[src/rtl/ipc_mbox_pkg.sv]
package ipc_mbox_pkg;
  localparam int REG_W    = 64;
  localparam int ADDR_W   = 8;
  localparam int WORD1_W  = 32;
  localparam int MSG_W    = REG_W + WORD1_W;
  localparam int NUM_DIR  = 2;
  localparam int IRQ_N    = 2 * NUM_DIR;

  localparam int BIT_FULL   = 16;
  localparam int BIT_EMPTY  = 17;
  localparam int POS_WIDX   = 40;
  localparam int POS_RIDX   = 44;
  localparam int POS_FREE   = 48;
  localparam int POS_OCC    = 52;
  localparam int IDX_FLD_W  = 4;
  localparam int OCC_FLD_W  = 5;

  localparam logic [ADDR_W-1:0] OFS_IRQ_EN  = 8'h48;
  localparam logic [ADDR_W-1:0] OFS_IRQ_ACK = 8'h4C;

  typedef enum logic [2:0] {
    RK_NONE, RK_STATUS, RK_HEAD0, RK_HEAD1, RK_IRQEN, RK_IRQLAT
  } rdKind_e;

  typedef struct packed {
    logic [NUM_DIR-1:0] stage;
    logic [NUM_DIR-1:0] push;
    logic [NUM_DIR-1:0] pop;
    logic               rdDir;
    rdKind_e            rdKind;
  } mboxStrobe_t;

  function automatic logic [ADDR_W-1:0] statusOfs(input int d);
    return (d == 0) ? 8'h50 : 8'h80;
  endfunction

  function automatic logic [ADDR_W-1:0] sendOfs(input int d);
    return (d == 0) ? 8'h60 : 8'h90;
  endfunction

  function automatic logic [ADDR_W-1:0] recvOfs(input int d);
    return (d == 0) ? 8'h70 : 8'hA0;
  endfunction
endpackage

[src/rtl/ipc_mbox_fifo.sv]
module ipc_mbox_fifo #(
  parameter int DEPTH = 16,
  parameter int MSG_W = 96,
  localparam int PTR_W = $clog2(DEPTH),
  localparam int CNT_W = PTR_W + 1
) (
  input  logic             clk,
  input  logic             rstN,
  input  logic             push,
  input  logic             pop,
  input  logic [MSG_W-1:0] wrMsg,
  output logic [MSG_W-1:0] headMsg,
  output logic [PTR_W-1:0] wrIdx,
  output logic [PTR_W-1:0] rdIdx,
  output logic [CNT_W-1:0] occ,
  output logic             full,
  output logic             empty
);
  logic [MSG_W-1:0] mem [DEPTH];

  function automatic logic [PTR_W-1:0] bump(input logic [PTR_W-1:0] p);
    return (p == PTR_W'(DEPTH - 1)) ? '0 : p + 1'b1;
  endfunction

  always_ff @(posedge clk) begin
    if (push) mem[wrIdx] <= wrMsg;
  end

  always_ff @(posedge clk) begin
    if (!rstN) begin
      wrIdx <= '0;
      rdIdx <= '0;
      occ   <= '0;
    end else begin
      if (push) wrIdx <= bump(wrIdx);
      if (pop)  rdIdx <= bump(rdIdx);
      if (push && !pop)      occ <= occ + 1'b1;
      else if (pop && !push) occ <= occ - 1'b1;
    end
  end

  assign headMsg = mem[rdIdx];
  assign full    = (occ == CNT_W'(DEPTH));
  assign empty   = (occ == '0);


  no_push_full_chk: assert property (@(posedge clk) disable iff (!rstN)
    push |-> !full);

  no_pop_empty_chk: assert property (@(posedge clk) disable iff (!rstN)
    pop |-> !empty);

  occ_bound_chk: assert property (@(posedge clk) disable iff (!rstN)
    occ <= CNT_W'(DEPTH));

  occ_step_chk: assert property (@(posedge clk) disable iff (!rstN)
    (push && !pop) |=> (occ == $past(occ) + 1'b1));
endmodule

[src/rtl/ipc_mbox_datapath.sv]
module ipc_mbox_datapath
  import ipc_mbox_pkg::*;
#(
  parameter int DEPTH = 16,
  localparam int PTR_W = $clog2(DEPTH),
  localparam int CNT_W = PTR_W + 1
) (
  input  logic               clk,
  input  logic               rstN,
  input  mboxStrobe_t        strobe,
  input  logic [REG_W-1:0]   wrData,
  output logic [NUM_DIR-1:0] dirFull,
  output logic [NUM_DIR-1:0] dirEmpty,
  output logic [REG_W-1:0]   dpRdData
);
  logic [REG_W-1:0] stageQ  [NUM_DIR];
  logic [MSG_W-1:0] headMsg [NUM_DIR];
  logic [PTR_W-1:0] wrIdx   [NUM_DIR];
  logic [PTR_W-1:0] rdIdx   [NUM_DIR];
  logic [CNT_W-1:0] occ     [NUM_DIR];

  for (genvar d = 0; d < NUM_DIR; d++) begin : g_dir
    always_ff @(posedge clk) begin
      if (!rstN)              stageQ[d] <= '0;
      else if (strobe.stage[d]) stageQ[d] <= wrData;
    end

    ipc_mbox_fifo #(.DEPTH(DEPTH), .MSG_W(MSG_W)) u_fifo (
      .clk     (clk),
      .rstN    (rstN),
      .push    (strobe.push[d]),
      .pop     (strobe.pop[d]),
      .wrMsg   ({stageQ[d], wrData[WORD1_W-1:0]}),
      .headMsg (headMsg[d]),
      .wrIdx   (wrIdx[d]),
      .rdIdx   (rdIdx[d]),
      .occ     (occ[d]),
      .full    (dirFull[d]),
      .empty   (dirEmpty[d])
    );
  end

  logic [CNT_W-1:0] freeSlots;
  logic             selDir;

  always_comb begin
    selDir    = strobe.rdDir;
    freeSlots = CNT_W'(DEPTH) - occ[selDir];
    dpRdData  = '0;
    case (strobe.rdKind)
      RK_STATUS: begin
        dpRdData[BIT_FULL]  = dirFull[selDir];
        dpRdData[BIT_EMPTY] = dirEmpty[selDir];
      end
      RK_HEAD0: begin
        if (!dirEmpty[selDir]) dpRdData = headMsg[selDir][MSG_W-1:WORD1_W];
      end
      RK_HEAD1: begin
        dpRdData[POS_WIDX +: IDX_FLD_W] = IDX_FLD_W'(wrIdx[selDir]);
        dpRdData[POS_RIDX +: IDX_FLD_W] = IDX_FLD_W'(rdIdx[selDir]);
        dpRdData[POS_FREE +: IDX_FLD_W] =
          (freeSlots > CNT_W'(15)) ? 4'hF : IDX_FLD_W'(freeSlots);
        dpRdData[POS_OCC +: OCC_FLD_W]  = OCC_FLD_W'(occ[selDir]);
        if (!dirEmpty[selDir])
          dpRdData[WORD1_W-1:0] = headMsg[selDir][WORD1_W-1:0];
      end
      default: ;
    endcase
  end


  stage_hold_chk: assert property (@(posedge clk) disable iff (!rstN)
    (strobe.stage == '0) |=> (stageQ[0] == $past(stageQ[0]) && stageQ[1] == $past(stageQ[1])));
endmodule

[src/rtl/ipc_mbox_ctrl.sv]
module ipc_mbox_ctrl
  import ipc_mbox_pkg::*;
(
  input  logic               clk,
  input  logic               rstN,
  input  logic [ADDR_W-1:0]  addr,
  input  logic               wrEn,
  input  logic [IRQ_N-1:0]   wrLow,
  input  logic               rdEn,
  input  logic [NUM_DIR-1:0] dirFull,
  input  logic [NUM_DIR-1:0] dirEmpty,
  input  logic [REG_W-1:0]   dpRdData,
  output mboxStrobe_t        strobe,
  output logic               rdValid,
  output logic [REG_W-1:0]   rdData,
  output logic               irqEmpty,
  output logic               irqNotEmpty
);
  localparam logic [IRQ_N-1:0] EMPTY_MASK    = 4'b0101;
  localparam logic [IRQ_N-1:0] NOTEMPTY_MASK = 4'b1010;

  logic [IRQ_N-1:0] enQ, latQ, ackMask, cond;
  logic             enWr;

  always_comb begin
    strobe = '0;
    for (int d = 0; d < NUM_DIR; d++) begin
      strobe.stage[d] = wrEn && (addr == sendOfs(d));
      strobe.push[d]  = wrEn && (addr == sendOfs(d) + 8'h08) && !dirFull[d];
      strobe.pop[d]   = rdEn && (addr == recvOfs(d) + 8'h08) && !dirEmpty[d];
    end
    strobe.rdKind = RK_NONE;
    strobe.rdDir  = 1'b0;
    if (rdEn) begin
      if (addr == OFS_IRQ_EN)  strobe.rdKind = RK_IRQEN;
      if (addr == OFS_IRQ_ACK) strobe.rdKind = RK_IRQLAT;
      for (int d = 0; d < NUM_DIR; d++) begin
        if (addr == statusOfs(d)) begin
          strobe.rdKind = RK_STATUS; strobe.rdDir = 1'(d);
        end
        if (addr == recvOfs(d)) begin
          strobe.rdKind = RK_HEAD0;  strobe.rdDir = 1'(d);
        end
        if (addr == recvOfs(d) + 8'h08) begin
          strobe.rdKind = RK_HEAD1;  strobe.rdDir = 1'(d);
        end
      end
    end
  end

  assign enWr    = wrEn && (addr == OFS_IRQ_EN);
  assign ackMask = (wrEn && (addr == OFS_IRQ_ACK)) ? wrLow : '0;
  assign cond    = {~dirEmpty[1], dirEmpty[1], ~dirEmpty[0], dirEmpty[0]};

  always_ff @(posedge clk) begin
    if (!rstN) begin
      enQ  <= '0;
      latQ <= '0;
    end else begin
      if (enWr) enQ <= wrLow;
      latQ <= (latQ & ~ackMask) | cond;
    end
  end

  always_ff @(posedge clk) begin
    if (!rstN) begin
      rdValid <= 1'b0;
      rdData  <= '0;
    end else begin
      rdValid <= rdEn;
      case (strobe.rdKind)
        RK_IRQEN:  rdData <= REG_W'(enQ);
        RK_IRQLAT: rdData <= REG_W'(latQ);
        default:   rdData <= dpRdData;
      endcase
    end
  end

  assign irqEmpty    = |(latQ & enQ & EMPTY_MASK);
  assign irqNotEmpty = |(latQ & enQ & NOTEMPTY_MASK);


  sticky_event_chk: assert property (@(posedge clk) disable iff (!rstN)
    1'b1 |=> (($past(latQ) & ~$past(ackMask) & ~latQ) == '0));

  ack_reassert_chk: assert property (@(posedge clk) disable iff (!rstN)
    ((ackMask & cond) != '0) |=> ((latQ & $past(ackMask & cond)) == $past(ackMask & cond)));

  empty_irq_chk: assert property (@(posedge clk) disable iff (!rstN)
    (((enQ & cond & EMPTY_MASK) != '0) && !enWr) |=> irqEmpty);

  notempty_irq_chk: assert property (@(posedge clk) disable iff (!rstN)
    (((enQ & cond & NOTEMPTY_MASK) != '0) && !enWr) |=> irqNotEmpty);
endmodule

[src/rtl/ipc_mbox.sv]
module ipc_mbox
  import ipc_mbox_pkg::*;
#(
  parameter int DEPTH = 16
) (
  input  logic              clk,
  input  logic              rstN,
  input  logic [ADDR_W-1:0] addr,
  input  logic              wrEn,
  input  logic [REG_W-1:0]  wrData,
  input  logic              rdEn,
  output logic              rdValid,
  output logic [REG_W-1:0]  rdData,
  output logic              irqEmpty,
  output logic              irqNotEmpty
);
  mboxStrobe_t        strobe;
  logic [NUM_DIR-1:0] dirFull, dirEmpty;
  logic [REG_W-1:0]   dpRdData;

  ipc_mbox_ctrl u_ctrl (
    .clk         (clk),
    .rstN        (rstN),
    .addr        (addr),
    .wrEn        (wrEn),
    .wrLow       (wrData[IRQ_N-1:0]),
    .rdEn        (rdEn),
    .dirFull     (dirFull),
    .dirEmpty    (dirEmpty),
    .dpRdData    (dpRdData),
    .strobe      (strobe),
    .rdValid     (rdValid),
    .rdData      (rdData),
    .irqEmpty    (irqEmpty),
    .irqNotEmpty (irqNotEmpty)
  );

  ipc_mbox_datapath #(.DEPTH(DEPTH)) u_dp (
    .clk      (clk),
    .rstN     (rstN),
    .strobe   (strobe),
    .wrData   (wrData),
    .dirFull  (dirFull),
    .dirEmpty (dirEmpty),
    .dpRdData (dpRdData)
  );
endmodule

[config.mk]
export PLATFORM = sky130hd
export DESIGN_NAME = ipc_mbox
export DESIGN_NICKNAME = d
export VERILOG_FILES = /design/src/rtl/ipc_mbox_pkg.sv /design/src/rtl/ipc_mbox_fifo.sv /design/src/rtl/ipc_mbox_datapath.sv /design/src/rtl/ipc_mbox_ctrl.sv /design/src/rtl/ipc_mbox.sv
export SDC_FILE = /design/constraint.sdc
export NUM_CORES = 2
export LEC_CHECK = 0
export BUFFER_PORTS_ARGS = -buffer_cell sky130_fd_sc_hd__buf_2
export CAP_MARGIN = 40
export CORE_ASPECT_RATIO = 1.75
export CORE_UTILIZATION = 35
export CTS_CLUSTER_DIAMETER = 30
export CTS_CLUSTER_SIZE = 24
export DETAILED_ROUTE_END_ITERATION = 8
export PLACE_DENSITY_LB_ADDON = 0.3
export SYNTH_ARGS = -nofsm -noshare
export SYNTH_HDL_FRONTEND = slang
export SYNTH_SLANG_ARGS = --single-unit
[constraint.sdc]
create_clock -name clk -period 9.6 [get_ports clk]
set_input_delay 0.96 -clock clk [delete_from_list [all_inputs] [get_ports clk]]
set_output_delay 0.96 -clock clk [all_outputs]
set_load 0.01 [all_outputs]
==> results.py <==
metrics = {
    "status": {
        "outcome": "complete, no violations",
    },
    "sta": {
        "rsz0062_at_grt": "false",
        "max_freq_ghz": 0.236,
        "tightest_slew_ns": 0.944,
        "fin_setup_tns_ns": 0,
        "min_period_over_period": 0.442,
        "fin_crit_ns": 4.24,
        "maxSlewViolCount": 0,
        "max_slew_margin": 0.371,
        "setup_violations": 0,
        "hold_viol": 0,
        "fin_skew_ns": 0.0402,
    },
    "global_routing": {
        "grt_max_degree": 114,
        "antenna_found_initial": 32,
        "grt_pass1_wl_um": 452000,
        "track_usage": 0.174,
        "overflow": 0,
        "grt_pass1_vias": 60663,
    },
    "clock_network": {
        "cts_max_level": 5,
        "cts-hold-fix-buffers": 0,
        "clock_latency_ns": 0.90,
        "clkSlewWorstSetupHoldPaths_ns": 0.07,
        "cts.sinks": 3307,
        "cts_inserted_buffers": 358,
        "cts_buffer_depth": 4,
        "cts_post_setup_buffers_inserted": 0,
        "root_buffer": "clkbuf_16",
        "cts_tree": "yes",
        "cts_resized": 0,
    },
    "power": {
        "p_sw_frac": 0.216,
        "p_clk_frac": 0.471,
        "comb_power_share": 0.005,
        "intPower_w": 0.0239,
        "p_per_area_nw_per_um2": 210,
        "power_frac_seq": 0.524,
        "p_leak_nw": 43.6,
        "vdd_drop_max_mv": 0.147,
        "p_sw_w": 0.00659,
    },
    "synth": {
        "synth_async_sr_flop_share": 0,
        "netlist_area_sq_um": 126000,
        "synth_cells": 5270,
        "synth_nets": 5368,
        "synth_edf_count": 3200,
        "synth-main-ff-cell": "edfxtp_1",
        "yosysSeqAreaShare": 0.783,
        "synth_top_area_share": 0.766,
        "synth_largest_area_cell": "edfxtp_1",
        "yosysWarnings": 0,
        "ys_ff_latch": 3307,
        "netlist-cell-type-count": 60,
        "yosys-top-cells-area": "edfxtp_1 (77%), mux4_2 (17%), dfxtp_1 (1.7%)",
        "avgSynthCellArea_sq_um": 23.8,
    },
    "hold_path": {
        "worstHoldPathCells": 2,
        "hp-start": "wrData[36]",
        "hold_path.class": "primary input to flip-flop",
    },
    "critical_path": {
        "critical_path_class": "flip-flop to flip-flop",
        "end_kind": "flip-flop",
        "rr_worst_depth": 6,
        "startpoint_type": "flip-flop",
        "arrival_ns": 4.99,
        "crit_family": "buffers and inverters",
        "slowest_delay_ns": 0.84,
        "cp.depth": 6,
        "worst-path-max-fanout": 37,
        "path_buf_inv": 2,
        "required_ns": 10.35,
        "crit_chain": "buf_4, buf_4, mux4_2, mux4_2, o21ai_0, o22ai_1",
        "slowest_stage": "dfxtp_4",
    },
    "die": {
        "coreArea_sq_um": 357000,
        "dieArea_sq_um": 361000,
        "die_h_um": 794,
        "rows": 290,
        "start_util": 0.352,
        "fp.dieW_um": 455,
        "num_io_pins": 143,
    },
    "routing": {
        "viasPerCell": 5.34,
        "vias": 56680,
        "wl_per_cell_um": 29.8,
        "postRouteAntennaNets": 0,
        "routed_wl_um": 317000,
        "first_pass_iters": 8,
        "drtIter0Drc": 5388,
        "route.detailed.drc": 0,
    },
    "cells_and_area": {
        "final_cell_mix": "edfxtp_1 (3200), mux4_2 (946), clkbuf_16 (366)",
        "nNetsFinal": 5738,
        "final_util": 0.408,
        "areaGrowthSynthToFinish_pct": 15.8,
        "drive_gt1_frac": 0.325,
        "stdcell_count": 10619,
        "layout_commonest_cell": "edfxtp_1",
    },
    "run": {
        "cap_violations": 0,
    },
    "placed_design": {
        "dp_cells": 9952,
        "portBuffers": 142,
        "finalWeightedCongestion": 0.870,
        "dp_hpwl_um": 181000,
    },
}
## worst paths after layout
kind / to / slack (ns)
min reg2reg: u_ctrl.latQ[1]$_SDFF_PN0_ / 0.51
max reg2reg: u_ctrl.rdData[4]$_SDFF_PN0_ / 5.36
min: u_dp.stageQ[1][36]$_SDFFCE_PN0P_ / 0.37
max: u_ctrl.rdData[4]$_SDFF_PN0_ / 5.36
## synthesized netlist by cell type, drive strengths merged (3+ instances only)
cell type  count
nor2b         24
inv           10
a21boi        12
nand2         79
nor2          29
o211ai         3
clkbuf        88
o21bai         3
a31oi          9
nand2b         8
and2         149
mux4         946
nand3          7
nor3           9
o31a           3
a22oi          6
o21ai         86
or3            8
a21o           6
a211oi        12
mux2i         39
o22ai         44
ha            20
or3b           3
xor2           3
nor4           4
a21oi        106
buf          195
and3          13
dfxtp        107
mux2           4
xnor2         13
edfxtp      3200
## routing by layer
layer | vias up | track usage | wire length [um] | share of wire
met3 | 456 | 0.0258 | 15400 | 0.049
met2 | 1638 | 0.313 | 170000 | 0.54
met4 | 10 | 0.0580 | 10700 | 0.034
li1 | 23325 | - | - | -
met5 | - | 0 | 61 | 0.00019
met1 | 31251 | 0.212 | 120000 | 0.38
## sequential cells by signal, summed over array words and instances (netlist names), named ones only
register                 count
u_ctrl.rdValid               1
u_dp.g_dir.u_fifo.mem     3072
u_ctrl.enQ                   4
u_dp.g_dir.u_fifo.occ       10
u_dp.g_dir.u_fifo.wrIdx      8
u_dp.g_dir.u_fifo.rdIdx      8
u_dp.stageQ                128
u_ctrl.latQ                  4
u_ctrl.rdData               64
## metrics by stage
stage               hold slack (ns)  total power, W  setup slack, ns  instance area [sq um]
floorplan                     0.456          0.0162            0.228                 126000
global placement              0.482          0.0164             4.11                 132000
detailed placement            0.490          0.0164             4.61                 133000
CTS                           0.317          0.0307             5.16                 145000
global route                  0.380          0.0312             5.06                 145000
finish                        0.368          0.0305             5.36                 145000
## area by class of cell
cell class                      instances  area, sq um
Timing Repair Buffer                  293         2630
Fill cell                           30679       211000
Clock buffer                          379         9220
Tap cell                             4672         5850
Sequential cell                      3307        98300
Clock inverter                        275         3270
Inverter                               10         37.5
Antenna cell                           13         32.5
Multi-Input combinational cell       1670        26100
## power by group through the flow
stage / Combinational, W / Sequential (W) / Clock [W]
2_1_floorplan: 0.0000260 / 0.0162 / 0
3_3_place_gp: 0.000155 / 0.0163 / 0
3_5_place_dp: 0.000164 / 0.0163 / 0
4_1_cts: 0.000164 / 0.0160 / 0.0146
5_1_grt: 0.000172 / 0.0160 / 0.0151
6_report: 0.000162 / 0.0160 / 0.0143
## worst register-to-register path, stage by stage (launching register included)
cell and delay [ns]:
dfxtp_4 0.84, buf_4 0.72, buf_4 0.76, mux4_2 0.64, mux4_2 0.58, o21ai_0 0.44, o22ai_1 0.14
## cells by family (layout without fill, tap and decap cells)
group                      after synthesis  after routing  synth area share
AOI/OAI and AO/OA                      299            299            0.0140
xor gates and xnor gates                16             16           0.00112
DFF                                   3307           3307             0.783
and+or+nand+nor                        344            344            0.0152
buffers and inverters                  293            957            0.0114
other                                    0             13                 0
muxes                                  989            989             0.173
adders and majority gates               22             22           0.00231
(Power assumes the default switching activity.)
